File: src/rtl/uart_mm_pkg.sv
package uart_mm_pkg;

  // Strobes sent from the bus control to the datapath
  typedef struct packed {
    logic divWe;    // load bit-period register
    logic txStart;  // start a frame with the low byte of write data
    logic rxTake;   // a read consumed the held byte
  } ctrlStrobes_t;

  typedef enum logic [1:0] {
    RX_IDLE  = 2'd0,
    RX_START = 2'd1,
    RX_DATA  = 2'd2,
    RX_STOP  = 2'd3
  } rxState_e;

endpackage

File: src/rtl/uart_mm_ctrl.sv
module uart_mm_ctrl
  import uart_mm_pkg::*;
#(
  parameter int ADDR_W = 8,
  parameter int DATA_W = 32,
  parameter int BYTE_W = 8
) (
  input  logic              busSel,
  input  logic              busWe,
  input  logic [ADDR_W-1:0] busAddr,
  input  logic [DATA_W-1:0] divValue,
  input  logic [BYTE_W-1:0] rxByte,
  input  logic              rxValid,
  input  logic              txBusy,
  output logic              busReady,
  output logic [DATA_W-1:0] busRdata,
  output ctrlStrobes_t      strobes
);

  localparam logic [ADDR_W-1:0] DIV_OFS  = ADDR_W'(4);
  localparam logic [ADDR_W-1:0] DATA_OFS = ADDR_W'(8);

  logic hitDiv;
  logic hitData;
  logic writeStall;

  assign hitDiv     = busSel && (busAddr == DIV_OFS);
  assign hitData    = busSel && (busAddr == DATA_OFS);
  assign writeStall = hitData && busWe && txBusy;

  assign busReady = busSel && !writeStall;

  always_comb begin
    strobes         = '0;
    strobes.divWe   = hitDiv && busWe;
    strobes.txStart = hitData && busWe && !txBusy;
    strobes.rxTake  = hitData && !busWe && rxValid;
  end

  always_comb begin
    busRdata = '0;
    if (hitDiv) begin
      busRdata = divValue;
    end else if (hitData) begin
      busRdata = rxValid ? DATA_W'(rxByte) : '1;
    end
  end

endmodule

File: src/rtl/uart_mm_datapath.sv
module uart_mm_datapath
  import uart_mm_pkg::*;
#(
  parameter int DATA_W   = 32,
  parameter int BYTE_W   = 8,
  parameter int DIV_INIT = 16
) (
  input  logic              clk,
  input  logic              rstN,
  input  ctrlStrobes_t      strobes,
  input  logic [DATA_W-1:0] wdata,
  input  logic              rxIn,
  output logic              txOut,
  output logic [DATA_W-1:0] divValue,
  output logic [BYTE_W-1:0] rxByte,
  output logic              rxValid,
  output logic              txBusy
);

  localparam int FRAME_W = BYTE_W + 2;
  localparam int BITS_W  = $clog2(FRAME_W + 1);
  localparam int IDX_W   = $clog2(BYTE_W);
  localparam logic [BITS_W-1:0] FRAME_CNT = BITS_W'(FRAME_W);
  localparam logic [IDX_W-1:0]  LAST_IDX  = IDX_W'(BYTE_W - 1);

  // Bit period
  logic [DATA_W-1:0] divReg;
  logic [DATA_W-1:0] effDiv;
  logic [DATA_W-1:0] halfDiv;

  always_ff @(posedge clk) begin
    if (!rstN) divReg <= DATA_W'(DIV_INIT);
    else if (strobes.divWe) divReg <= wdata;
  end

  assign effDiv   = (divReg == '0) ? DATA_W'(1) : divReg;
  assign halfDiv  = ((effDiv >> 1) == '0) ? DATA_W'(1) : (effDiv >> 1);
  assign divValue = divReg;

  // Transmitter
  logic [FRAME_W-1:0] txShift;
  logic [DATA_W-1:0]  txTimer;
  logic [BITS_W-1:0]  txBitsLeft;

  always_ff @(posedge clk) begin
    if (!rstN) begin
      txShift    <= '1;
      txTimer    <= '0;
      txBitsLeft <= '0;
    end else if (strobes.txStart) begin
      txShift    <= {1'b1, wdata[BYTE_W-1:0], 1'b0};
      txTimer    <= '0;
      txBitsLeft <= FRAME_CNT;
    end else if (txBitsLeft != '0) begin
      if (txTimer == effDiv - 1'b1) begin
        txTimer    <= '0;
        txShift    <= {1'b1, txShift[FRAME_W-1:1]};
        txBitsLeft <= txBitsLeft - 1'b1;
      end else begin
        txTimer <= txTimer + 1'b1;
      end
    end
  end

  assign txBusy = (txBitsLeft != '0);
  assign txOut  = txBusy ? txShift[0] : 1'b1;

  // Receiver
  logic [1:0]        rxSync;
  logic              rxLine;
  logic              rxPrev;
  rxState_e          rxState;
  logic [DATA_W-1:0] rxTimer;
  logic [IDX_W-1:0]  rxBitIdx;
  logic [BYTE_W-1:0] rxShift;
  logic              frameGood;

  always_ff @(posedge clk) begin
    if (!rstN) begin
      rxSync <= '1;
      rxPrev <= 1'b1;
    end else begin
      rxSync <= {rxSync[0], rxIn};
      rxPrev <= rxSync[1];
    end
  end

  assign rxLine    = rxSync[1];
  assign frameGood = (rxState == RX_STOP) && (rxTimer == effDiv - 1'b1) && rxLine;

  always_ff @(posedge clk) begin
    if (!rstN) begin
      rxState  <= RX_IDLE;
      rxTimer  <= '0;
      rxBitIdx <= '0;
      rxShift  <= '0;
    end else begin
      unique case (rxState)
        RX_IDLE: begin
          if (rxPrev && !rxLine) begin
            rxState <= RX_START;
            rxTimer <= '0;
          end
        end
        RX_START: begin
          if (rxTimer == halfDiv - 1'b1) begin
            rxTimer  <= '0;
            rxBitIdx <= '0;
            rxState  <= rxLine ? RX_IDLE : RX_DATA;
          end else begin
            rxTimer <= rxTimer + 1'b1;
          end
        end
        RX_DATA: begin
          if (rxTimer == effDiv - 1'b1) begin
            rxTimer <= '0;
            rxShift <= {rxLine, rxShift[BYTE_W-1:1]};
            if (rxBitIdx == LAST_IDX) rxState <= RX_STOP;
            else rxBitIdx <= rxBitIdx + 1'b1;
          end else begin
            rxTimer <= rxTimer + 1'b1;
          end
        end
        RX_STOP: begin
          if (rxTimer == effDiv - 1'b1) begin
            rxTimer <= '0;
            rxState <= RX_IDLE;
          end else begin
            rxTimer <= rxTimer + 1'b1;
          end
        end
        default: rxState <= RX_IDLE;
      endcase
    end
  end

  always_ff @(posedge clk) begin
    if (!rstN) begin
      rxByte  <= '0;
      rxValid <= 1'b0;
    end else if (frameGood) begin
      rxByte  <= rxShift;
      rxValid <= 1'b1;
    end else if (strobes.rxTake) begin
      rxValid <= 1'b0;
    end
  end

  AST_START_LOW: assert property (@(posedge clk) disable iff (!rstN)
    strobes.txStart |=> !txOut);
  AST_NO_START_BUSY: assert property (@(posedge clk) disable iff (!rstN)
    strobes.txStart |-> !txBusy);
  AST_TAKE_EMPTIES: assert property (@(posedge clk) disable iff (!rstN)
    (strobes.rxTake && !frameGood) |=> !rxValid);
  AST_GOOD_STOP_ONLY: assert property (@(posedge clk) disable iff (!rstN)
    $rose(rxValid) |-> $past(rxLine) && ($past(rxState) == RX_STOP));
  AST_DIV_LOAD: assert property (@(posedge clk) disable iff (!rstN)
    strobes.divWe |=> divReg == $past(wdata));

endmodule

File: src/rtl/uart_mm.sv
module uart_mm
  import uart_mm_pkg::*;
#(
  parameter int ADDR_W   = 8,
  parameter int DATA_W   = 32,
  parameter int DIV_INIT = 16
) (
  input  logic              clk,
  input  logic              rstN,
  input  logic              busSel,
  input  logic              busWe,
  input  logic [ADDR_W-1:0] busAddr,
  input  logic [DATA_W-1:0] busWdata,
  output logic [DATA_W-1:0] busRdata,
  output logic              busReady,
  input  logic              rxIn,
  output logic              txOut
);

  localparam int BYTE_W = 8;

  ctrlStrobes_t      strobes;
  logic [DATA_W-1:0] divValue;
  logic [BYTE_W-1:0] rxByte;
  logic              rxValid;
  logic              txBusy;

  uart_mm_ctrl #(.ADDR_W(ADDR_W), .DATA_W(DATA_W), .BYTE_W(BYTE_W)) ctrlInst (
    .busSel  (busSel),
    .busWe   (busWe),
    .busAddr (busAddr),
    .divValue(divValue),
    .rxByte  (rxByte),
    .rxValid (rxValid),
    .txBusy  (txBusy),
    .busReady(busReady),
    .busRdata(busRdata),
    .strobes (strobes)
  );

  uart_mm_datapath #(.DATA_W(DATA_W), .BYTE_W(BYTE_W), .DIV_INIT(DIV_INIT)) dpInst (
    .clk     (clk),
    .rstN    (rstN),
    .strobes (strobes),
    .wdata   (busWdata),
    .rxIn    (rxIn),
    .txOut   (txOut),
    .divValue(divValue),
    .rxByte  (rxByte),
    .rxValid (rxValid),
    .txBusy  (txBusy)
  );

  AST_WRITE_STALL: assert property (@(posedge clk) disable iff (!rstN)
    (busSel && busWe && busAddr == ADDR_W'(8) && txBusy) |-> !busReady);
  AST_EMPTY_ALL_ONES: assert property (@(posedge clk) disable iff (!rstN)
    (busSel && !busWe && busAddr == ADDR_W'(8) && !rxValid) |-> busRdata == '1);

endmodule

File: config.mk
export PLATFORM = sky130hd
export DESIGN_NAME = uart_mm
export DESIGN_NICKNAME = d
export VERILOG_FILES = /design/src/rtl/uart_mm_pkg.sv /design/src/rtl/uart_mm_ctrl.sv /design/src/rtl/uart_mm_datapath.sv /design/src/rtl/uart_mm.sv
export SDC_FILE = /design/constraint.sdc
export NUM_CORES = 1
export LEC_CHECK = 0
export BUFFER_PORTS_ARGS = -buffer_cell sky130_fd_sc_hd__buf_2
export CORE_ASPECT_RATIO = 1.25
export CORE_MARGIN = 8
export CORE_UTILIZATION = 56
export CTS_CLUSTER_DIAMETER = 30
export CTS_CLUSTER_SIZE = 28
export DETAILED_ROUTE_END_ITERATION = 8
export PLACE_DENSITY = 0.76
export SLEW_MARGIN = 20
export SYNTH_ARGS = -nofsm -noshare
export SYNTH_HDL_FRONTEND = slang
export SYNTH_SLANG_ARGS = --single-unit
File: constraint.sdc
create_clock -name clk -period 4.8 [get_ports clk]
set_input_delay 0 -clock clk [delete_from_list [all_inputs] [get_ports clk]]
set_output_delay 0 -clock clk [all_outputs]
set_load 0.02 [all_outputs]
==> results.md, run 1 <==
* Area contributors post-synth: dfxtp_1 27%, xnor2_1 8.8%, nand2_1 6.6%, xor2_1 6.3%, nor2_1 4.0%
* First-pass GRT wire length at 54.41 mm
* Sink Count at 134
* CTS tree: built
* Num rows at 54
* Worst Setup End Kind: flop
* Finished Layout Cells at 1,642
* Fin Hold WS at 0.07097 ns
* Crit path time final at 4.684 ns
* Ys flop type: dfxtp_1
* I/O Buffers at 78
* Post-Synthesis Cell Area at 9961 um2
* P&R area growth vs syn at 17.72%
* Ys async rst share at 0
* Crit share post-route at 0.9759
* Total GRT Usage at 0.3111
* Detailed Route WL at 34.62 mm
* Placer congestion estimate at 1.031
* Clock transition at path regs at 0.06 ns
* Most numerous cell in the Yosys netlist: nand2_1
* Post-synth EDFFs at 0
* Final Skew at 0.009491 ns
* YS warnings at 0
* CP Max Fanout at 37
* PnR Total Power at 2.493 mW
* Critical path class: reg -> reg
* Post-DR vias/cell at 6.322
* Max-Cap Viols at 0
* Unique masters post-synth at 79
* Mapped Cells at 1,312
* Pre-CTS setup slack at 0.02085 ns
* Worst Setup SP: dpInst.divValue[19]
* Postcts setup bufs at 0
* R2r worst-path depth at 15
* HPWL after DPL at 25.34 mm
* CP Capture Point: dpInst.rxTimer[17]
* Nets at 1,459
* Max Clock Freq at 213.5 MHz
* CTS Buf Count at 17
* Die area at 22,340 um2
* Starting density of the core at 0.5714
* Register area share after synthesis at 0.2693
* Final TNS setup at 0 ns
* Initial antenna violation count at 0
* Final Setup Violations at 0
* Total congestion overflow at 0
* Layout cells sized above 1 at 0.1602
* Fin area at 11,730 um2
* Worst hold path class: in -> reg
* Final core occ at 0.6727
* Pre-antenna DRT Iters at 5
* Via count at 10,380
* Slew margin rel. at 0.2867
* Vias in the first global route at 10,150
* Worst EP required at 5.11 ns
* Post-synth top area share at 0.2693
* Area after DPL at 10,780 um2
* Setup WS post-layout at 0.1159 ns
* RR Endpoint: dpInst.rxTimer[17]
* Area leader, netlist: dfxtp_1
* Status: finished clean
* Final Hold Fails at 0
* Critical Path AT at 4.99 ns
* Largest net degree at the start of global routing at 55
* CTS root buf: clkbuf_16
* Mapped Nets at 1,364
* H-tree levels at 4
* Count of state elements after synthesis at 134
* PwrDens at 212.6 nW/um2
* Drt drc at 0
* Post-synth top cells: 176 x nand2_1, 134 x dfxtp_1, 105 x nor2_1, 100 x xnor2_1, 89 x clkbuf_1
* ANT nets after route at 0
* DIE HEIGHT at 165.1 um
* Fillers at 1,448
* Setup crit start kind: flop
* Reg2Reg Launch Point: dpInst.divValue[19]
* Clock latency on the worst-skew pair at 0.44 ns
* Placed Cells at 1,578
* Final slew viol count at 0
* Leakage at 4.896 nW
* Core area at 17,430 um2
* Slew @ Worst Pin at 1.070 ns
* Mean area per synthesized cell at 7.592 um2
* CTS max path bufs at 2
* Drt first-iter violations at 1,063
* FF-to-FF setup slack at 0.12 ns
* Die W at 135.3 um
* WL per Instance at 21.09 um
* Top-Level Pins at 79
* Max rail drop VDD at 0.2229 mV
[worst min path at each step]
stage,start,to,slack (ns),depth (start not counted)
after detailed placement,rxIn,dpInst.rxSync[0],0.19,2
after global placement,rxIn,dpInst.rxSync[0],0.18,2
after CTS,rstN,dpInst.rxTimer[8],0.06,3
final,rstN,dpInst.rxTimer[8],0.07,3
after floorplan,rxIn,dpInst.rxSync[0],0.10,1
after global routing,rstN,dpInst.rxTimer[16],0.10,3
[logic make-up after synthesis]
| group | after synthesis | share of synthesized area |
|---|---|---|
| compound gates | 202 | 0.1455 |
| xor+xnor | 172 | 0.1512 |
| simple gates | 638 | 0.3464 |
| fa+ha+maj | 7 | 0.008792 |
| mux | 22 | 0.02211 |
| buf+inv | 137 | 0.05665 |
| flops | 134 | 0.2693 |
[worst max-delay path, cell delays in order (launching register included)]
cell	delay, ns
dfxtp_1	0.37
or4_1	0.52
or3_1	0.46
o31a_1	0.37
ha_1	0.32
xnor2_1	0.12
or3_1	0.32
a2111oi_2	0.36
nand2_1	0.16
nor4_2	0.30
nand3b_1	0.09
or4_1	0.50
o41a_1	0.15
buf_12	0.19
nand2_1	0.19
o21ai_0	0.13
[flip-flops by register name (all words and copies together) (netlist names), named ones only]
signal / count
dpInst.divValue: 32
dpInst.rxTimer: 32
dpInst.txTimer: 32
dpInst.txShift: 9
dpInst.rxByte: 8
dpInst.rxShift: 8
dpInst.txBitsLeft: 4
dpInst.rxBitIdx: 3
dpInst.rxSync: 2
dpInst.rxPrev: 1
dpInst.rxState: 1
dpInst.rxValid: 1
[layout make-up]
class | count | area (um2) | share of cell area
tap | 224 | 280.3 | 0.02390
multi-input combinational | 1041 | 6763 | 0.5767
clock inverter | 12 | 132.6 | 0.01131
sequential | 134 | 2684 | 0.2289
antenna | 1 | 2.502 | 0.0002134
timing repair buffer | 193 | 1364 | 0.1163
inverter | 20 | 75.07 | 0.006402
clock buffer | 17 | 425.4 | 0.03628
[metal layers]
metal,share of wire,vias up,GRT usage
met4,0.057,0,0.2049
met3,0.079,146,0.05751
met2,0.47,522,0.5044
li1,-,4821,-
met5,0,-,0
met1,0.39,4891,0.3708
[where the power goes]
| group | switching [mW] | internal, mW | total [mW] |
|---|---|---|---|
| logic | 0.0552 | 0.0519 | 0.107 |
| clock network | 0.513 | 0.755 | 1.27 |
| registers | 0.00289 | 1.11 | 1.12 |
[layout by cell type, fill, tap and decap left out, types with 5 or more instances in the layout]
| cell type | count |
|---|---|
| nand2_1 | 175 |
| dfxtp_1 | 133 |
| nor2_1 | 104 |
| xnor2_1 | 100 |
| buf_4 | 79 |
| buf_2 | 78 |
| nand3_1 | 76 |
| xor2_1 | 72 |
| nor3_1 | 40 |
| dlygate4sd3_1 | 34 |
| nand4_1 | 32 |
| a21boi_0 | 32 |
| nor2b_1 | 31 |
| o21ai_0 | 31 |
| nor4_1 | 28 |
| a21o_1 | 26 |
| and3_1 | 24 |
| mux2i_1 | 22 |
| inv_1 | 20 |
| a21oi_1 | 19 |
| clkbuf_16 | 17 |
| or4_1 | 15 |
| nand2b_1 | 15 |
| nand4b_1 | 14 |
| a31oi_1 | 14 |
| or3_1 | 12 |
| nand3b_1 | 12 |
| o211ai_1 | 11 |
| o21ai_1 | 9 |
| a221o_1 | 8 |
| nor4_2 | 7 |
| and4_1 | 7 |
| ha_1 | 7 |
| and2_1 | 6 |
| nor4_4 | 5 |
| o31ai_1 | 5 |
| or2_2 | 5 |
[timing repair]
action / 4_1_cts / 5_1_grt
endpoints found under the hold margin: 42 / 0
setup endpoints to repair: 5 / 24
pin swaps: 0 / 1
hold buffers: 34 / 0
resized for setup: 1 / 5
gates cloned: 0 / 0
Note: power is estimated with default switching activity, not from simulation.
==> run 2: changes to the inputs <==
CORE_UTILIZATION = 45   (was 56)
PLACE_DENSITY = 0.63   (was 0.76)
SLEW_MARGIN = 0   (was 20)
==> run 2 against run 1 <==
Compared with the run above:
- hold slack got worse by 0.0043 ns
- fmax about the same
- power decreased by 1.1%
- critical endpoint is now dpInst.rxState[0]
==> results.md, run 2 (synthesis gave the netlist of run 1 again) <==
* Clock latency on the worst-skew pair at 0.43 ns (was 0.44 ns)
* Setup crit start kind: flop (unchanged)
* Total GRT Usage at 0.2614 (was 0.3111)
* Drt first-iter violations at 877 (was 1,063)
* WHS Path Cells at 3 (unchanged)
* PwrDens at 208.3 nW/um2 (was 212.6 nW/um2)
* Crit path largest cell delay at 0.52 ns (about the same)
* Worst EP required at 5.11 ns (about the same)
* Num rows at 61 (was 54)
* Leakage at 4.912 nW (was 4.896 nW)
* Drt drc at 0 (unchanged)
* Layout cells sized above 1 at 0.1678 (was 0.1602)
* Die area at 27,180 um2 (was 22,340 um2)
* Crit share post-route at 0.9755 (was 0.9759)
* CTS root buf: clkbuf_16 (unchanged)
* Largest net degree at the start of global routing at 59 (was 55)
* ANT cells at 0 (was 1)
* Clock transition at path regs at 0.06 ns (about the same)
* Nets at 1,463 (was 1,459)
* Via count at 10,110 (was 10,380)
* H-tree levels at 4 (unchanged)
* First-pass GRT wire length at 55.90 mm (was 54.41 mm)
* WL per Instance at 20.71 um (was 21.09 um)
* Vias in the first global route at 10,040 (was 10,150)
* Worst Setup End Kind: flop (unchanged)
* Crit path time final at 4.682 ns (was 4.684 ns)
* Top Family by Delay on Critical Path: simple AND/OR/NAND/NOR gates (unchanged)
* HPWL after DPL at 26.52 mm (was 25.34 mm)
* Top-Level Pins at 79 (unchanged)
* Final core occ at 0.5386 (was 0.6727)
* Critical Path, Cell by Cell: or4_1 -> or3_1 -> o31a_1 -> ha_1 -> xnor2_1 -> or3_1 -> a2111oi_0 -> buf_4 -> nand2_1 -> nor4_2 -> nand3b_1 -> or4_1 -> o41a_1 -> buf_12 -> nand2b_1 -> and3_1 (was or4_1 -> or3_1 -> o31a_1 -> ha_1 -> xnor2_1 -> or3_1 -> a2111oi_2 -> nand2_1 -> nor4_2 -> nand3b_1 -> or4_1 -> o41a_1 -> buf_12 -> nand2_1 -> o21ai_0)
* Max Clock Freq at 213.6 MHz (was 213.5 MHz)
* Reg2Reg Launch Point: dpInst.divValue[18] (was dpInst.divValue[19])
* CP Max Fanout at 37 (unchanged)
* Final slew viol count at 0 (unchanged)
* Final Setup Violations at 0 (unchanged)
* RR Endpoint: dpInst.rxState[0] (was dpInst.rxTimer[17])
* FF-to-FF setup slack at 0.12 ns (about the same)
* Hold path startpoint: rstN (unchanged)
* Slowest cell on the critical path: or4_1 (unchanged)
* Final Skew at 0.01981 ns (was 0.009491 ns)
* ANT nets after route at 0 (unchanged)
* Max rail drop VDD at 0.2128 mV (was 0.2229 mV)
* Critical path class: reg -> reg (unchanged)
* DIE HEIGHT at 182.3 um (was 165.1 um)
* Initial antenna violation count at 0 (unchanged)
* Hold EP: dpInst.rxTimer[30] (was dpInst.rxTimer[8])
* Starting density of the core at 0.4532 (was 0.5714)
* P&R area growth vs syn at 18.85% (was 17.72%)
* Slew @ Worst Pin at 1.188 ns (was 1.070 ns)
* I/O Buffers at 78 (unchanged)
* Commonest non-fill, non-tap cell in the layout: nand2_1 (unchanged)
* Fin Hold WS at 0.06668 ns (was 0.07097 ns)
* Total congestion overflow at 0 (unchanged)
* R2r worst-path depth at 16 (was 15)
* Buf+Inv Stages, Crit Path at 2 (was 1)
* Slew margin rel. at 0.2074 (was 0.2867)
* Worst hold path class: in -> reg (unchanged)
* Placer congestion estimate at 0.9942 (was 1.031)
* Critical Path AT at 4.99 ns (about the same)
* Final TNS setup at 0 ns (unchanged)
* Post-DR vias/cell at 5.923 (was 6.322)
* CTS Buf Count at 17 (unchanged)
* Sink Count at 134 (unchanged)
* CTS tree: built (unchanged)
* Postcts setup bufs at 0 (unchanged)
* Core area at 21,980 um2 (was 17,430 um2)
* Die W at 149.1 um (was 135.3 um)
* Most frequent cells in the layout: 175 x nand2_1, 130 x dfxtp_1, 104 x nor2_1 (was 175 x nand2_1, 133 x dfxtp_1, 104 x nor2_1)
* Max-Cap Viols at 0 (unchanged)
* Pre-antenna DRT Iters at 6 (was 5)
* Final Hold Fails at 0 (unchanged)
* CTS max path bufs at 2 (unchanged)
* Status: finished clean (unchanged)
* Detailed Route WL at 35.36 mm (was 34.62 mm)
run 2: changes by cell type in the layout (fill, tap and decap cells not counted), moves of 3 or more:
cell / change
clkinv_2: -3
dfxtp_1: -3
dfxtp_2: +3
buf_4: +4
inv_6: +4
run 2: cell type report:
cell class | count | area [um2]
well taps | 283 | 354.1
multi-input cells | 1041 | 6783
clock inverters | 13 | 112.6
fillers | 2124 | 10140
inverters | 20 | 75.07
flip-flops and latches | 134 | 2688
repair buffers | 197 | 1394
clock buffers | 19 | 432.9
run 2: how the worst max path moves through the flow:
stage                             start                  to  slack, ns  depth (start not counted)
floorplan           dpInst.divValue[18]  dpInst.rxTimer[10]       0.21                         19
global placement    dpInst.divValue[19]    dpInst.rxByte[1]       0.09                         18
detailed placement  dpInst.divValue[20]    dpInst.rxByte[5]       0.06                         17
CTS                 dpInst.divValue[20]    dpInst.rxByte[2]       0.03                         17
global route        dpInst.divValue[18]  dpInst.rxTimer[31]      -0.07                         16
finish              dpInst.divValue[18]   dpInst.rxState[0]       0.12                         16
run 2: layer usage:
| layer | global-route usage | share of wire |
|---|---|---|
| met4 | 0.1420 | 0.050 |
| met5 | 0 | 0 |
| met3 | 0.04088 | 0.059 |
| met2 | 0.4301 | 0.47 |
| met1 | 0.3201 | 0.42 |
run 2: report_power, final:
part	switching, mW	internal [mW]	leakage, nW
combinational	0.0522	0.0514	3.57
sequential	0.00414	1.11	1.08
clock	0.569	0.676	0.258
total	0.625	1.84	4.91
run 2: repair_timing:
item,4_1_cts,5_1_grt
hold buffers,34,0
resized for setup,0,17
setup endpoints to repair,0,49
hold endpoints to repair,42,0
run 2: metrics by stage:
stage / std cells / total power [mW] / area [um2] / setup WS [ns]
floorplan: 1312 / 1.187 / 9961 / 0.2095
global placement: 1641 / 1.223 / 10890 / 0.09321
detailed placement: 1641 / 1.223 / 10890 / 0.05804
global route: 1707 / 2.546 / 11840 / -0.07096
CTS: 1707 / 2.487 / 11770 / 0.03029
finish: 1707 / 2.467 / 11840 / 0.1176
run 2: worst reg2reg max path, stage by stage, from the launching register on:
cell and delay (ns):
dfxtp_1 0.34, or4_1 0.52, or3_1 0.42, o31a_1 0.36
ha_1 0.32, xnor2_1 0.12, or3_1 0.30, a2111oi_0 0.35
buf_4 0.18, nand2_1 0.06, nor4_2 0.31, nand3b_1 0.10
or4_1 0.51, o41a_1 0.16, buf_12 0.20, nand2b_1 0.15
and3_1 0.18
